## config.mk

```make
export PLATFORM = sky130hd
export DESIGN_NAME = frame_sequencer
export DESIGN_NICKNAME = d
export VERILOG_FILES = /design/src/rtl/fseq_pkg.sv /design/src/rtl/fseq_point_counter.sv /design/src/rtl/fseq_phase_ctrl.sv /design/src/rtl/fseq_flag_reg.sv /design/src/rtl/frame_sequencer.sv
export SDC_FILE = /design/constraint.sdc
export NUM_CORES = 1
export LEC_CHECK = 0
export BUFFER_PORTS_ARGS = -buffer_cell sky130_fd_sc_hd__clkbuf_2
export CAP_MARGIN = 20
export CORE_UTILIZATION = 35
export CTS_CLUSTER_DIAMETER = 120
export DETAILED_ROUTE_END_ITERATION = 8
export PLACE_DENSITY = 0.59
export SETUP_SLACK_MARGIN = 0.05
export SYNTH_ARGS = -nofsm -noshare
export SYNTH_HDL_FRONTEND = slang
export SYNTH_SLANG_ARGS = --single-unit
```

## constraint.sdc

```tcl
create_clock -name clk -period 5.62 [get_ports clk]
set_clock_uncertainty 0.15 [all_clocks]
set_input_delay 0.843 -clock clk [delete_from_list [all_inputs] [get_ports clk]]
set_output_delay 0.843 -clock clk [all_outputs]
set_load 0.01 [all_outputs]
```

## src/rtl/fseq_pkg.sv

```systemverilog
package fseq_pkg;

    typedef enum logic [1:0] {
        PH_START = 2'd0,
        PH_IDLE  = 2'd1,
        PH_ACQ   = 2'd2,
        PH_BLIND = 2'd3
    } phase_t;

    typedef enum logic [1:0] {
        FL_N = 2'd0,
        FL_F = 2'd1,
        FL_I = 2'd2,
        FL_B = 2'd3
    } flag_t;

    function automatic logic tick_is_overrun(input phase_t ph, input logic tick);
        return tick && (ph == PH_BLIND);
    endfunction

endpackage

```

## src/rtl/fseq_point_counter.sv

```systemverilog
module fseq_point_counter #(
    parameter int PTS_W          = 16,
    parameter int DEFAULT_POINTS = 4650
) (
    input  logic             clk,
    input  logic             rst,
    input  logic             start_i,
    input  logic [PTS_W-1:0] cfg_i,
    input  logic             active_i,
    input  logic             pulse_i,
    output logic             hit_o
);
    localparam logic [PTS_W-1:0] DEF_T = PTS_W'(DEFAULT_POINTS);

    logic [PTS_W-1:0] cnt_q;
    logic [PTS_W-1:0] target_q;
    logic [PTS_W:0]   next_cnt;

    assign next_cnt = {1'b0, cnt_q} + 1'b1;
    assign hit_o    = active_i && pulse_i && (next_cnt == {1'b0, target_q});

    always_ff @(posedge clk) begin
        if (rst) begin
            cnt_q    <= '0;
            target_q <= DEF_T;
        end else if (start_i) begin
            cnt_q    <= '0;
            target_q <= (cfg_i == '0) ? DEF_T : cfg_i;
        end else if (active_i && pulse_i) begin
            cnt_q    <= next_cnt[PTS_W-1:0];
        end
    end
endmodule

```

## src/rtl/fseq_phase_ctrl.sv

```systemverilog
module fseq_phase_ctrl
    import fseq_pkg::*;
(
    input  logic   clk,
    input  logic   rst,
    input  logic   init_done_i,
    input  logic   tick_i,
    input  logic   hit_i,
    input  logic   release_i,
    output phase_t phase_o,
    output logic   start_o,
    output logic   nf_o,
    output logic   fd_o
);
    phase_t ph_q, ph_d;

    assign start_o = (ph_q == PH_IDLE) && tick_i;

    always_comb begin
        ph_d = ph_q;
        unique case (ph_q)
            PH_START: if (init_done_i) ph_d = PH_IDLE;
            PH_IDLE:  if (tick_i)      ph_d = PH_ACQ;
            PH_ACQ:   if (hit_i)       ph_d = PH_BLIND;
            PH_BLIND: if (release_i)   ph_d = PH_IDLE;
            default:                   ph_d = PH_START;
        endcase
    end

    always_ff @(posedge clk) begin
        if (rst) begin
            ph_q <= PH_START;
            nf_o <= 1'b0;
            fd_o <= 1'b0;
        end else begin
            ph_q <= ph_d;
            nf_o <= start_o;
            fd_o <= hit_i;
        end
    end

    assign phase_o = ph_q;
endmodule

```

## src/rtl/fseq_flag_reg.sv

```systemverilog
module fseq_flag_reg
    import fseq_pkg::*;
(
    input  logic   clk,
    input  logic   rst,
    input  phase_t phase_i,
    input  logic   start_i,
    input  logic   hit_i,
    input  logic   stage1_i,
    input  logic   bdone_i,
    input  logic   tick_i,
    output flag_t  flag_o,
    output logic   release_o,
    output logic   overrun_o
);
    flag_t fl_q;
    logic  ovr_q;
    logic  handover;

    assign handover  = stage1_i && (phase_i == PH_BLIND) && (fl_q == FL_F);
    assign release_o = bdone_i && (phase_i == PH_BLIND) && (fl_q == FL_I);

    always_ff @(posedge clk) begin
        if (rst) begin
            fl_q  <= FL_B;
            ovr_q <= 1'b0;
        end else begin
            if (start_i)        fl_q <= FL_N;
            else if (hit_i)     fl_q <= FL_F;
            else if (handover)  fl_q <= FL_I;
            else if (release_o) fl_q <= FL_B;
            if (tick_is_overrun(phase_i, tick_i)) ovr_q <= 1'b1;
        end
    end

    assign flag_o    = fl_q;
    assign overrun_o = ovr_q;
endmodule

```

## src/rtl/frame_sequencer.sv

```systemverilog
module frame_sequencer
    import fseq_pkg::*;
#(
    parameter int PTS_W          = 16,
    parameter int DEFAULT_POINTS = 4650
) (
    input  logic             clk,
    input  logic             rst,
    input  logic             init_done_i,
    input  logic             point_done_i,
    input  logic             frame_tick_i,
    input  logic             stage1_done_i,
    input  logic             blind_done_i,
    input  logic [PTS_W-1:0] points_cfg_i,
    output logic [1:0]       phase_o,
    output logic [1:0]       flag_o,
    output logic             waiting_o,
    output logic             next_frame_o,
    output logic             fov_done_o,
    output logic             overrun_o
);
    phase_t ph;
    flag_t  fl;
    logic   start, hit, release_w;

    fseq_phase_ctrl u_phase (
        .clk        (clk),
        .rst        (rst),
        .init_done_i(init_done_i),
        .tick_i     (frame_tick_i),
        .hit_i      (hit),
        .release_i  (release_w),
        .phase_o    (ph),
        .start_o    (start),
        .nf_o       (next_frame_o),
        .fd_o       (fov_done_o)
    );

    fseq_point_counter #(
        .PTS_W         (PTS_W),
        .DEFAULT_POINTS(DEFAULT_POINTS)
    ) u_count (
        .clk     (clk),
        .rst     (rst),
        .start_i (start),
        .cfg_i   (points_cfg_i),
        .active_i(ph == PH_ACQ),
        .pulse_i (point_done_i),
        .hit_o   (hit)
    );

    fseq_flag_reg u_flag (
        .clk      (clk),
        .rst      (rst),
        .phase_i  (ph),
        .start_i  (start),
        .hit_i    (hit),
        .stage1_i (stage1_done_i),
        .bdone_i  (blind_done_i),
        .tick_i   (frame_tick_i),
        .flag_o   (fl),
        .release_o(release_w),
        .overrun_o(overrun_o)
    );

    assign phase_o   = ph;
    assign flag_o    = fl;
    assign waiting_o = (ph == PH_IDLE);
endmodule

```

==> impl_metrics.csv <==
group,metric,value,unit
floorplan,coreArea,6030,um2
synthesis,synth-async-reset-ratio,0,%
synthesis,ys.flop_type,"dfxtp_1",
clock_network,path_clk_slew,80,ps
clock_network,clk_latency,300,ps
sta,max_slew.worst_pin.slew,824,ps
clock_network,cts_resized,0,
global_routing,grtUsageTotal,16.8,%
global_routing,grt_pass1_wl,8450,um
synthesis,synth_area_per_cell,8.34,um2
power,power_density,309,nW/um2
sta,setup-tns-final,0,ps
floorplan,pin_count,31,
critical_path,r2r_start,"u_phase.phase_o[0]$_SDFFE_PP0P_",
global_routing,antenna_found_initial,0,
finish,multi_input_area,1370,um2
synthesis,synth-edff-count,0,
min_path,min_to,"u_count.target_q[13]$_SDFFE_PP0P_",
placed_design,dpl.hpwl,3870,um
critical_path,cpMostUsedCell,"a211o_1",
routing,via_count,1954,
routing,drc_errors,0,
critical_path,crit_arrival,2700,ps
sta,hold_viol,0,
global_routing,grt_overflow,0,
finish,fin_util,41.9,%
synthesis,ys.warnings.count,0,
sta,fin_crit_sh,47.2,%
placed_design,io_buffers,30,
sta,slew_headroom,45.1,%
synthesis,netlist_area,2230,um2
finish,diodes,0,
clock_network,cts_tree,"yes",
global_routing,grt_pass1_vias,1732,
placed_design,placed_area,2410,um2
clock_network,post_cts_buffers,0,
critical_path,startpoint_type,"flip-flop",
critical_path,cpPeakStageDelay,360,ps
routing,drt_iter0_markers,101,
sta,rsz0062_at_grt,"no",
clock_network,numCtsBuffers,5,
finish,layout-drive-gt1-share,15.5,%
floorplan,die-area,6680,um2
floorplan,floorplan.initialDensity,36.9,%
synthesis,yosysUniqueCellTypes,52,
synthesis,synth_cells,267,
power,power_leakage,0.881,nW
finish,final_area,2520,um2
min_path,min_path_type,"flip-flop to flip-flop",
clock_network,holdBufCountCts,0,
clock_network,clock-sinks,39,
min_path,hold_depth,2,
clock_network,cts_root_buf,"clkbuf_8",
critical_path,reg2reg_depth,8,
routing,ant_nets,0,
finish,areaGrowthSynthToFinish,13.4,%
routing,routed_wl,5050,um
floorplan,num_rows,28,
routing,via_per_inst,5.34,
critical_path,endpoint_kind,"flip-flop",
critical_path,worstSetupPathType,"flip-flop to flip-flop",
run_status,outcome,"completed",
floorplan,die_h,81.7,um
critical_path,worst_r2r_endpoint,"u_flag.flag_o[1]$_SDFFE_PP1P_",
finish,seqCellArea,781,um2
finish,final_nets,319,
finish,fillCellCount,643,
critical_path,rrSetupSlack,2970,ps
sta,final_max_slew_viol_count,0,
job,maxCapViolations,0,
placed_design,place_congestion,0.810,
synthesis,ys_seq_elements,39,
synthesis,synth_nets,296,
min_path,hold_path.startpoint,"u_count.target_q[13]$_SDFFE_PP0P_",
power,peakVddDrop,0.166,mV
critical_path,cp_cell_sequence,"inv_1, ha_1, nand2_1, a211o_1, a211o_1, nor4_4, nand4_1, a21o_1",
floorplan,die-width,81.7,um
sta,max_freq,377,MHz
critical_path,cp.required,5670,ps
sta,setup_viol,0,
synthesis,synth_seq_area_share,35.1,%
clock_network,clock_path_buffers,2,
critical_path,worstPathMaxFanout,13,
critical_path,critPathSlowestCell,"dfxtp_1",
routing,wire_per_inst,13.8,um
clock_network,h-tree-depth,2,
global_routing,grt_max_degree,22,
routing,dr.pass1.iters,6,
sta,period_needed,2650,ps
power,power,0.000780,W
-- registers in the layout, indices dropped and copies added, names as in the netlist --
register,count
u_phase.nf_o,1
u_phase.fd_o,1
u_flag.flag_o,2
u_phase.phase_o,2
u_count.target_q,16
u_count.cnt_q,16
u_flag.overrun_o,1
-- cells in the final DEF, fill, tap and decap left out, types with 2 or more instances in the layout --
cell,instances
and3_1,4
nor2b_1,3
o21ai_0,7
inv_1,4
a21oi_1,19
nor4_1,9
clkbuf_8,6
and4_1,3
or3_1,8
o22a_1,5
nand3_1,10
ha_1,6
a21o_1,2
nand2_1,36
a211o_1,3
a211oi_1,2
xnor2_1,14
dfxtp_1,39
nor2_1,23
xor2_1,15
nor3_1,5
nand4_1,8
nand2b_1,3
clkbuf_2,30
-- metrics by stage --
step	setup WS [ps]	instances	hold WS (ps)
after CTS	2950	366	319
after detailed placement	2780	358	308
after global routing	2720	366	340
after floorplan	3240	267	298
after global placement	2840	358	304
final	2970	366	317
-- layer usage --
metal | vias up | share of wire [%] | GRT usage (%)
met2 | 59 | 44 | 25.4
met5 | - | 0 | 0
li1 | 1011 | - | -
met4 | 0 | 1.5 | 5.96
met1 | 875 | 50 | 23.3
met3 | 9 | 4.8 | 3.56
-- worst max-delay path: cells and delay by family, from the launching register on --
kind	cells	cell delay, ps
adder cells (fa/ha/maj)	1	280
AO/OA/AOI/OAI	3	840
AND/OR/NAND/NOR	3	820
flip-flops	1	360
buffers and inverters	1	110
-- cell usage after synthesis, types with 2 or more instances --
| library cell | instances | area (um2) |
|---|---|---|
| nor2_1 | 23 | 86.3 |
| buf_2 | 4 | 20.0 |
| nand2b_1 | 3 | 18.8 |
| nand4_1 | 8 | 50.1 |
| or3_1 | 8 | 50.1 |
| o22a_1 | 5 | 43.8 |
| nor2b_1 | 3 | 18.8 |
| xor2_1 | 15 | 131 |
| and4_1 | 3 | 26.3 |
| and3_1 | 4 | 25.0 |
| inv_1 | 4 | 15.0 |
| nand3_1 | 10 | 50.1 |
| ha_1 | 6 | 75.1 |
| nand2_1 | 36 | 135 |
| clkbuf_1 | 7 | 26.3 |
| xnor2_1 | 14 | 123 |
| a21oi_1 | 19 | 95.1 |
| a211oi_1 | 2 | 15.0 |
| nor4_1 | 9 | 56.3 |
| nor3_1 | 5 | 25.0 |
| a21o_1 | 2 | 15.0 |
| o21ai_0 | 7 | 35.0 |
| a211o_1 | 3 | 26.3 |
| dfxtp_1 | 39 | 781 |
-- cell families (layout without fill, tap and decap cells) --
family,after synthesis,in the layout,synth area share (%)
XOR/XNOR,30,30,12.1
adder cells (fa/ha/maj),6,6,3.37
buffers and inverters,18,42,3.48
AND/OR/NAND/NOR,121,121,28.7
flip-flops,39,39,35.1
AO/OA/AOI/OAI,52,52,16.7
multiplexers,1,1,0.506
-- worst max path at each step --
stage	from	endpoint	slack, ps	depth (start not counted)
2_1_floorplan	u_count.cnt_q[0]$_SDFFE_PP0P_	u_phase.phase_o[1]$_SDFFE_PP0P_	3240	7
3_3_place_gp	point_done_i	u_phase.phase_o[1]$_SDFFE_PP0P_	2840	7
3_5_place_dp	point_done_i	u_flag.flag_o[1]$_SDFFE_PP1P_	2780	7
4_1_cts	u_phase.phase_o[0]$_SDFFE_PP0P_	u_flag.flag_o[1]$_SDFFE_PP1P_	2950	8
5_1_grt	u_phase.phase_o[0]$_SDFFE_PP0P_	u_flag.flag_o[1]$_SDFFE_PP1P_	2720	8
6_report	u_phase.phase_o[0]$_SDFFE_PP0P_	u_flag.flag_o[1]$_SDFFE_PP1P_	2970	8
-- layout make-up --
class | instances | area share (%)
Multi-Input combinational cell | 210 | 54.2
Sequential cell | 39 | 30.9
Timing Repair Buffer | 30 | 5.95
Tap cell | 75 | 3.72
Clock buffer | 6 | 3.27
Clock inverter | 2 | 1.39
Inverter | 4 | 0.595
-- power by group --
part / total [W] / internal, W / switching, W / leakage, nW
combinational: 0.000198 / 0.0000789 / 0.000119 / 0.504
clock: 0.000247 / 0.000144 / 0.000103 / 0.0612
sequential: 0.000335 / 0.000305 / 0.0000307 / 0.316
total: 0.000780 / 0.000527 / 0.000253 / 0.881
Power figures use the tool's default switching activity.
